==> src/rtl/clkctl_pkg.sv <==
package clkctl_pkg;

   localparam int REG_W  = 8;
   localparam int ADDR_W = 8;
   localparam int NREG   = 4;

   // register slot indices
   localparam int IDX_DCO  = 0;
   localparam int IDX_CFGA = 1;
   localparam int IDX_CFGB = 2;
   localparam int IDX_CFGC = 3;

   // slot i occupies bits [i*8 +: 8]
   localparam logic [NREG*ADDR_W-1:0] ADDR_MAP = {8'h53, 8'h58, 8'h57, 8'h56};
   localparam logic [NREG*REG_W-1:0]  RST_MAP  = {8'h05, 8'h00, 8'h87, 8'h60};

   // power-control bit positions
   localparam int LP_CPU  = 0;
   localparam int LP_OSC  = 1;
   localparam int LP_GEN0 = 2;
   localparam int LP_GEN1 = 3;

   typedef enum logic [2:0] {
      PM_RUN   = 3'd0,
      PM_NAP0  = 3'd1,
      PM_NAP1  = 3'd2,
      PM_NAP2  = 3'd3,
      PM_NAP3  = 3'd4,
      PM_NAP4  = 3'd5,
      PM_MIXED = 3'd6
   } pm_e;

   typedef struct packed {
      logic core;
      logic periph;
      logic slow;
   } run_t;

endpackage

==> src/rtl/clkctl_regs.sv <==
module clkctl_regs #(
   parameter int ADDR_W = 8,
   parameter int DATA_W = 8,
   parameter int NREG   = 4,
   parameter logic [NREG*ADDR_W-1:0] AMAP = '0,
   parameter logic [NREG*DATA_W-1:0] RMAP = '0
) (
   input  logic                   clk,
   input  logic                   rst_n,
   input  logic [ADDR_W-1:0]      addr_i,
   input  logic                   we_i,
   input  logic [DATA_W-1:0]      wdata_i,
   output logic [DATA_W-1:0]      rdata_o,
   output logic [NREG*DATA_W-1:0] regs_o
);

   if (NREG < 1) begin : g_bad_nreg
      $error("clkctl_regs: NREG must be at least 1");
   end
   if (DATA_W < 1 || ADDR_W < 1) begin : g_bad_width
      $error("clkctl_regs: widths must be positive");
   end

   logic [NREG-1:0]   hit;
   logic [DATA_W-1:0] rd_mux;

   for (genvar i = 0; i < NREG; i++) begin : g_slot
      logic [DATA_W-1:0] q;
      assign hit[i] = (addr_i == AMAP[i*ADDR_W +: ADDR_W]);
      always_ff @(posedge clk or negedge rst_n) begin
         if (!rst_n)
            q <= RMAP[i*DATA_W +: DATA_W];
         else if (we_i && hit[i])
            q <= wdata_i;
      end
      assign regs_o[i*DATA_W +: DATA_W] = q;
   end

   always_comb begin
      rd_mux = '0;
      for (int i = 0; i < NREG; i++) begin
         if (hit[i])
            rd_mux = rd_mux | regs_o[i*DATA_W +: DATA_W];
      end
   end

   always_ff @(posedge clk or negedge rst_n) begin
      if (!rst_n)
         rdata_o <= '0;
      else
         rdata_o <= rd_mux;
   end

endmodule

==> src/rtl/clkctl_pwr_decode.sv <==
module clkctl_pwr_decode
   import clkctl_pkg::*;
(
   input  logic [3:0] lp_i,
   output run_t       run_o
);

   pm_e mode;

   always_comb begin
      unique case (lp_i)
         4'b0000: mode = PM_RUN;
         4'b0001: mode = PM_NAP0;
         4'b0101: mode = PM_NAP1;
         4'b1001: mode = PM_NAP2;
         4'b1101: mode = PM_NAP3;
         4'b1111: mode = PM_NAP4;
         default: mode = PM_MIXED;
      endcase
   end

   always_comb begin
      case (mode)
         PM_RUN:  run_o = '{core: 1'b1, periph: 1'b1, slow: 1'b1};
         PM_NAP0,
         PM_NAP1: run_o = '{core: 1'b0, periph: 1'b1, slow: 1'b1};
         PM_NAP2,
         PM_NAP3: run_o = '{core: 1'b0, periph: 1'b0, slow: 1'b1};
         PM_NAP4: run_o = '{core: 1'b0, periph: 1'b0, slow: 1'b0};
         default: run_o = '{core:   !lp_i[LP_CPU],
                            periph: !lp_i[LP_GEN1],
                            slow:   !lp_i[LP_OSC]};
      endcase
   end

endmodule

==> src/rtl/clkctl_tick_div.sv <==
module clkctl_tick_div #(
   parameter int SEL_W = 2,
   parameter int DIV_W = 2,
   parameter logic [SEL_W-1:0] RST_SEL = '0,
   parameter logic [DIV_W-1:0] RST_DIV = '0,
   parameter bit REG_OUT = 1'b1
) (
   input  logic                  clk,
   input  logic                  rst_n,
   input  logic [(1<<SEL_W)-1:0] src_i,
   input  logic [SEL_W-1:0]      sel_i,
   input  logic [DIV_W-1:0]      div_i,
   input  logic                  run_i,
   output logic                  tick_o
);

   localparam int CNT_W = (1 << DIV_W) - 1;

   if (DIV_W < 1 || DIV_W > 4) begin : g_bad_div
      $error("clkctl_tick_div: DIV_W must lie in 1..4");
   end
   if (SEL_W < 1 || SEL_W > 4) begin : g_bad_sel
      $error("clkctl_tick_div: SEL_W must lie in 1..4");
   end

   logic [SEL_W-1:0] act_sel;
   logic [DIV_W-1:0] act_div;
   logic [CNT_W-1:0] cnt;
   logic [CNT_W-1:0] lim;
   logic             src_hit;
   logic             at_end;
   logic             fire;

   // terminal count is 2**act_div - 1: a run of ones
   always_comb begin
      lim = '0;
      for (int b = 0; b < CNT_W; b++)
         lim[b] = (b < int'(act_div));
   end

   assign src_hit = src_i[act_sel];
   assign at_end  = (cnt == lim);
   assign fire    = run_i & src_hit & at_end;

   always_ff @(posedge clk or negedge rst_n) begin
      if (!rst_n) begin
         cnt     <= '0;
         act_sel <= RST_SEL;
         act_div <= RST_DIV;
      end else if (run_i && src_hit) begin
         if (at_end) begin
            cnt     <= '0;
            act_sel <= sel_i;
            act_div <= div_i;
         end else begin
            cnt <= cnt + CNT_W'(1);
         end
      end
   end

   if (REG_OUT) begin : g_reg_out
      logic tick_q;
      always_ff @(posedge clk or negedge rst_n) begin
         if (!rst_n)
            tick_q <= 1'b0;
         else
            tick_q <= fire;
      end
      assign tick_o = tick_q;
   end else begin : g_comb_out
      assign tick_o = fire;
   end

endmodule

==> src/rtl/clkctl_unit.sv <==
module clkctl_unit
   import clkctl_pkg::*;
#(
   parameter int DIV_W    = 2,
   parameter bit TICK_REG = 1'b1
) (
   input  logic              clk,
   input  logic              rst_n,
   input  logic [ADDR_W-1:0] reg_addr,
   input  logic              reg_we,
   input  logic [REG_W-1:0]  reg_wdata,
   output logic [REG_W-1:0]  reg_rdata,
   input  logic [3:0]        lp_ctl,
   input  logic              dco_tick,
   input  logic              xhi_tick,
   input  logic              lpo_tick,
   input  logic              xlo_tick,
   output logic              core_tick,
   output logic              periph_tick,
   output logic              slow_tick
);

   // field positions inside config B / config A
   localparam int CORE_SEL_LSB = 6;
   localparam int CORE_DIV_LSB = 4;
   localparam int PER_SEL_BIT  = 3;
   localparam int PER_DIV_LSB  = 1;
   localparam int SLOW_DIV_LSB = 4;

   if (CORE_DIV_LSB + DIV_W > CORE_SEL_LSB || PER_DIV_LSB + DIV_W > PER_SEL_BIT) begin : g_bad_layout
      $error("clkctl_unit: DIV_W does not fit the control byte layout");
   end

   logic [NREG*REG_W-1:0] regs;
   logic [REG_W-1:0]      cfg_a;
   logic [REG_W-1:0]      cfg_b;
   run_t                  run;

   clkctl_regs #(
      .ADDR_W (ADDR_W),
      .DATA_W (REG_W),
      .NREG   (NREG),
      .AMAP   (ADDR_MAP),
      .RMAP   (RST_MAP)
   ) u_regs (
      .clk     (clk),
      .rst_n   (rst_n),
      .addr_i  (reg_addr),
      .we_i    (reg_we),
      .wdata_i (reg_wdata),
      .rdata_o (reg_rdata),
      .regs_o  (regs)
   );

   assign cfg_a = regs[IDX_CFGA*REG_W +: REG_W];
   assign cfg_b = regs[IDX_CFGB*REG_W +: REG_W];

   clkctl_pwr_decode u_pwr (
      .lp_i  (lp_ctl),
      .run_o (run)
   );

   // core: codes 0 and 1 both pick the DCO
   clkctl_tick_div #(
      .SEL_W   (2),
      .DIV_W   (DIV_W),
      .RST_SEL (RST_MAP[IDX_CFGB*REG_W + CORE_SEL_LSB +: 2]),
      .RST_DIV (RST_MAP[IDX_CFGB*REG_W + CORE_DIV_LSB +: DIV_W]),
      .REG_OUT (TICK_REG)
   ) u_core (
      .clk    (clk),
      .rst_n  (rst_n),
      .src_i  ({lpo_tick, xhi_tick, dco_tick, dco_tick}),
      .sel_i  (cfg_b[CORE_SEL_LSB +: 2]),
      .div_i  (cfg_b[CORE_DIV_LSB +: DIV_W]),
      .run_i  (run.core),
      .tick_o (core_tick)
   );

   clkctl_tick_div #(
      .SEL_W   (1),
      .DIV_W   (DIV_W),
      .RST_SEL (RST_MAP[IDX_CFGB*REG_W + PER_SEL_BIT]),
      .RST_DIV (RST_MAP[IDX_CFGB*REG_W + PER_DIV_LSB +: DIV_W]),
      .REG_OUT (TICK_REG)
   ) u_periph (
      .clk    (clk),
      .rst_n  (rst_n),
      .src_i  ({xhi_tick, dco_tick}),
      .sel_i  (cfg_b[PER_SEL_BIT]),
      .div_i  (cfg_b[PER_DIV_LSB +: DIV_W]),
      .run_i  (run.periph),
      .tick_o (periph_tick)
   );

   // slow: single source, selector tied low
   clkctl_tick_div #(
      .SEL_W   (1),
      .DIV_W   (DIV_W),
      .RST_SEL (1'b0),
      .RST_DIV (RST_MAP[IDX_CFGA*REG_W + SLOW_DIV_LSB +: DIV_W]),
      .REG_OUT (TICK_REG)
   ) u_slow (
      .clk    (clk),
      .rst_n  (rst_n),
      .src_i  ({xlo_tick, xlo_tick}),
      .sel_i  (1'b0),
      .div_i  (cfg_a[SLOW_DIV_LSB +: DIV_W]),
      .run_i  (run.slow),
      .tick_o (slow_tick)
   );

   // bytes held for software but not decoded here
   logic unused_cfg;
   assign unused_cfg = ^{regs[IDX_DCO*REG_W +: REG_W], regs[IDX_CFGC*REG_W +: REG_W],
                         cfg_a, cfg_b};

endmodule

==> config.mk <==
export PLATFORM = sky130hd
export DESIGN_NAME = clkctl_unit
export DESIGN_NICKNAME = d
export VERILOG_FILES = /design/src/rtl/clkctl_pkg.sv /design/src/rtl/clkctl_regs.sv /design/src/rtl/clkctl_pwr_decode.sv /design/src/rtl/clkctl_tick_div.sv /design/src/rtl/clkctl_unit.sv
export SDC_FILE = /design/constraint.sdc
export NUM_CORES = 1
export LEC_CHECK = 0
export BUFFER_PORTS_ARGS = -buffer_cell sky130_fd_sc_hd__clkbuf_2
export CELL_PAD_IN_SITES_DETAIL_PLACEMENT = 0
export CELL_PAD_IN_SITES_GLOBAL_PLACEMENT = 1
export CORE_MARGIN = 1
export CORE_UTILIZATION = 50
export DETAILED_ROUTE_END_ITERATION = 10
export GPL_TIMING_DRIVEN = 0
export PLACE_DENSITY_LB_ADDON = 0.1
export RECOVER_POWER = 25
export SYNTH_ARGS = -nofsm -noshare
export SYNTH_HDL_FRONTEND = slang
export SYNTH_SLANG_ARGS = --single-unit
==> constraint.sdc <==
create_clock -name clk -period 2.6 [get_ports clk]
set_input_delay 0.52 -clock clk [delete_from_list [all_inputs] [get_ports clk]]
set_output_delay 0.52 -clock clk [all_outputs]
set_load 0.01 [all_outputs]
==> impl.org <==
** Run status
- The flow ran to the end, and the final reports show no timing, DRC or antenna violations.

** Placement
- In this run the cell area measured after placement is 0.00304 mm^2.
- Total half-perimeter wirelength after legalization and detailed placement :: approximately 3300 um
- GP Congestion :: just under 0.8
- Worst Setup Slack post-DPL :: 489 ps
- Input and output buffers added on the ports amount to 34.

** Detailed routing
- Routed WL :: slightly above 5000 um
- Remaining antenna violation count :: 0
- Via count :: approximately 1800
- In the final routed layout, each cell accounts on average for roughly 15 um.
- For this run, design rule violations remaining after detail routing come to 0.
- Vias per Instance :: roughly 5.4
- Detailed-routing iteration count for the pre-antenna-repair pass :: 4
- 1st-iter DRT viols :: between 50 and 60

** Power
- Leakage :: 1.60 nW
- In this run the power density over the cells is approximately 730 mW/mm^2.
- The worst-case IR drop observed on VDD is approximately 0.46 mV.

** STA
- The hold violation total from the final report came to 0.
- Timing would allow up to 574 MHz.
- Of the available clock period, the critical path in the final layout requires 0.670.
- Tightest Pin Transition :: ~1500 ps
- Setup slack closes at 858 ps.
- Final worst path period need :: 1740 ps
- Worst-case clock skew :: 6.02 ps
- Setup repair after global routing left no endpoint under its margin.
- Setup violations remaining at the end of the flow were counted as 0.
- The final-report max-slew violation count was 0.
- Setup TNS :: 0 ps
- The worst pin sits at a relative slew slack of 0.0128.

** Clock tree
- Clock root buffer master :: clkbuf_8
- Clock input transition at the sequential cells of the worst setup and hold paths :: roughly 70 ps
- Worst skew pair latency :: between 300 and 400 ps
- The number of hold buffers added after CTS was 0.
- CTS resizes :: 0
- Cts bufs inserted :: 9
- Buffer levels on the longest clock path :: 2
- Buffers inserted during post-CTS setup optimization :: 0
- Number of H-tree levels :: 3
- TritonCTS built the clock tree.
- CTS sink cnt :: 61

** Die
- 38 I/O pins were placed.
- Number of placement rows :: 26
- Vertical die dimension :: around 77 um
- Area of the die :: between 0.005 and 0.006 mm^2
- The initial utilization of the core area, before any placement, comes to 0.531.
- The die is ~77 um wide.
- The region available for standard cell placement spans approximately 0.0052 mm^2.

** Synthesis
- Of the total synthesized cell area, the portion taken by AND, OR, NAND and NOR gates is 0.122.
- Post-Syn Area :: ~0.0028 mm^2
- Post-synth EDFFs :: 0
- The synthesized-area fraction occupied by ao, oa, aoi and oai cells was 0.109.
- The synthesized netlist contains 48 unique library cells.
- Portion of the post-synthesis area used by sequential elements :: 0.552
- The Yosys step of the flow raised 0 warnings.
- Of the post-synthesis cell area, the part taken by muxes is 0.181.
- Average cell area after synthesis :: between 10 and 15 um^2
- Counting flops with an async set or reset pin after synthesis yields a share of 1.00.
- The share of synthesized area in the top cell type comes to 0.477.
- The synthesized design contains slightly above 60 register bits.
- Main combinational cell family by area after synthesis :: multiplexers
- Xor/xnor share of the synthesized area :: 0.00629
- By area the synthesized netlist is led by dfrtp_1 48%, mux2_2 14%, dfstp_2 7.6%.
- Synthesized netlist net count :: 240
- Of the total synthesized cell area, the portion taken by full adders, half adders and majority gates is 0.0135.
- Of all cell types, the one taking the most synthesized area is dfrtp_1.
- For this run, the leading register cell type out of synthesis is dfrtp_1.
- Synthesis handed over a netlist of 210 instances.

** GRT
- Maximum number of pins on one net before global-route repair :: 62
- Gr ovfl total :: 0
- Global-route total usage across every layer :: 0.201
- The initial antenna violation count was 0.
- The via count of the first global-routing pass came to 1763.
- Wire length of the first global-routing pass :: ~8800 um

** Worst setup path
- Largest driver fanout on the critical path :: 4
- Register-to-register path setup slack :: roughly 860 ps
- Data on the critical path is required at its endpoint by between 2000 and 3000 ps.
- For the worst setup path, the data arrival time is 1970 ps.
- Critical path endpoint category :: flop
- The worst setup path is launched from a flop.
- Delay of the slowest cell on the worst path :: roughly 560 ps
- The critical path in this run is classified as flop to flop.
- Max stage delay cell, worst path :: or4_4
- Cell-by-cell listing of the critical path :: or4_4 -> a21oi_4 -> o21ai_2 -> mux2_4

** Cells and area
- After the last flow step, the layout net total stands at about 290.
- The repair_antennas step left the layout with diodes totalling 0.
- Most common cell after layout, fill and taps aside :: dfrtp_1
- Commonest cells after routing, fill and taps aside :: 53 x dfrtp_1, 35 x mux2_2, 34 x clkbuf_2, 14 x nor2_1
- In the final layout, the share of cells above drive strength 1 is 0.423.
- Utilization after layout :: 0.621
- Post-route standard cell area excluding fillers :: approximately 0.0033 mm^2
- From synthesis to final layout, the design area changed by 17.0%.
- Number of filler cells placed in the layout :: 440

** Worst hold path
- The tightest min-delay check is of the primary input to flop type.

** Flow run
- Total of max-cap violations :: 0
path summary, 6_finish.rpt:
path,start,depth (start not counted),endpoint
hold reg to reg,u_regs.g_slot[0].q[3],1,u_regs.g_slot[0].q[3]
max in group asynchronous,rst_n,1,u_regs.rdata_o[0]
setup / recovery,u_periph.act_div[0],4,u_periph.act_sel
hold / removal,reg_wdata[3],2,u_regs.g_slot[0].q[3]
setup reg to reg,u_periph.act_div[0],4,u_periph.act_sel
min in group asynchronous,rst_n,1,u_periph.cnt[1]
report_power, final:
group	switching, mW	total [mW]	internal, mW
Clock	0.377	0.910	0.534
Combinational	0.165	0.340	0.175
Sequential	0.0955	1.13	1.04
final cells by class:
cell class	instances	area (um^2)	share of cell area
Multi-Input combinational cell	138	1200	0.369
Sequential cell	61	1540	0.472
Timing Repair Buffer	34	170	0.0523
Clock inverter	7	90.1	0.0277
Clock buffer	9	124	0.0381
Buffer	5	21.3	0.00654
Inverter	6	22.5	0.00692
Tap cell	70	87.6	0.0269
critical path, delay by kind of cell, from the launching register on:
kind	cells	cell delay (ps)
flip-flops	1	420
multiplexers	1	320
AO/OA/AOI/OAI	2	330
AND/OR/NAND/NOR	1	560
layer usage:
layer | part of all wire | vias up | GRT usage
met5 | 0 | - | 0
met4 | 0.021 | 0 | 0.115
met3 | 0.024 | 12 | 0.0479
met2 | 0.48 | 25 | 0.298
met1 | 0.48 | 878 | 0.269
li1 | - | 872 | -
synth_stat cells, types with 3 or more instances:
cell,count
a221o_1,8
dfstp_2,8
a22oi_1,8
mux2_4,3
mux2_2,35
ha_1,3
nor2_1,14
mux2_1,4
nand2_1,9
nand4_1,3
dfrtp_1,53
inv_1,6
nor3_1,3
clkbuf_1,3
nor2b_1,4
a21o_1,3
o21ai_0,4
nand3_1,3
through the flow:
| step | power [mW] | instances | hold slack (ps) |
|---|---|---|---|
| global route | 2.52 | 330 | 434 |
| detailed placement | 1.50 | 314 | 480 |
| CTS | 2.41 | 330 | 319 |
| global placement | 1.48 | 314 | 473 |
| floorplan | 1.39 | 210 | 224 |
| finish | 2.38 | 330 | 455 |
flip-flops by register name, summed over array words and instances, names as in the netlist, 2 cells and up:
name,count
u_core.act_div,2
u_core.act_sel,2
u_core.cnt,3
u_periph.act_div,2
u_periph.cnt,3
u_regs.g_slot.q,32
u_regs.rdata_o,8
u_slow.act_div,2
u_slow.cnt,3
logic make-up (layout without fill, tap and decap cells):
family,after synthesis,count (layout)
simple gates,55,55
flops,61,61
xor+xnor,2,2
buf+inv,11,61
compound gates,34,34
fa+ha+maj,3,3
mux,44,44
Power figures use the tool's default switching activity.
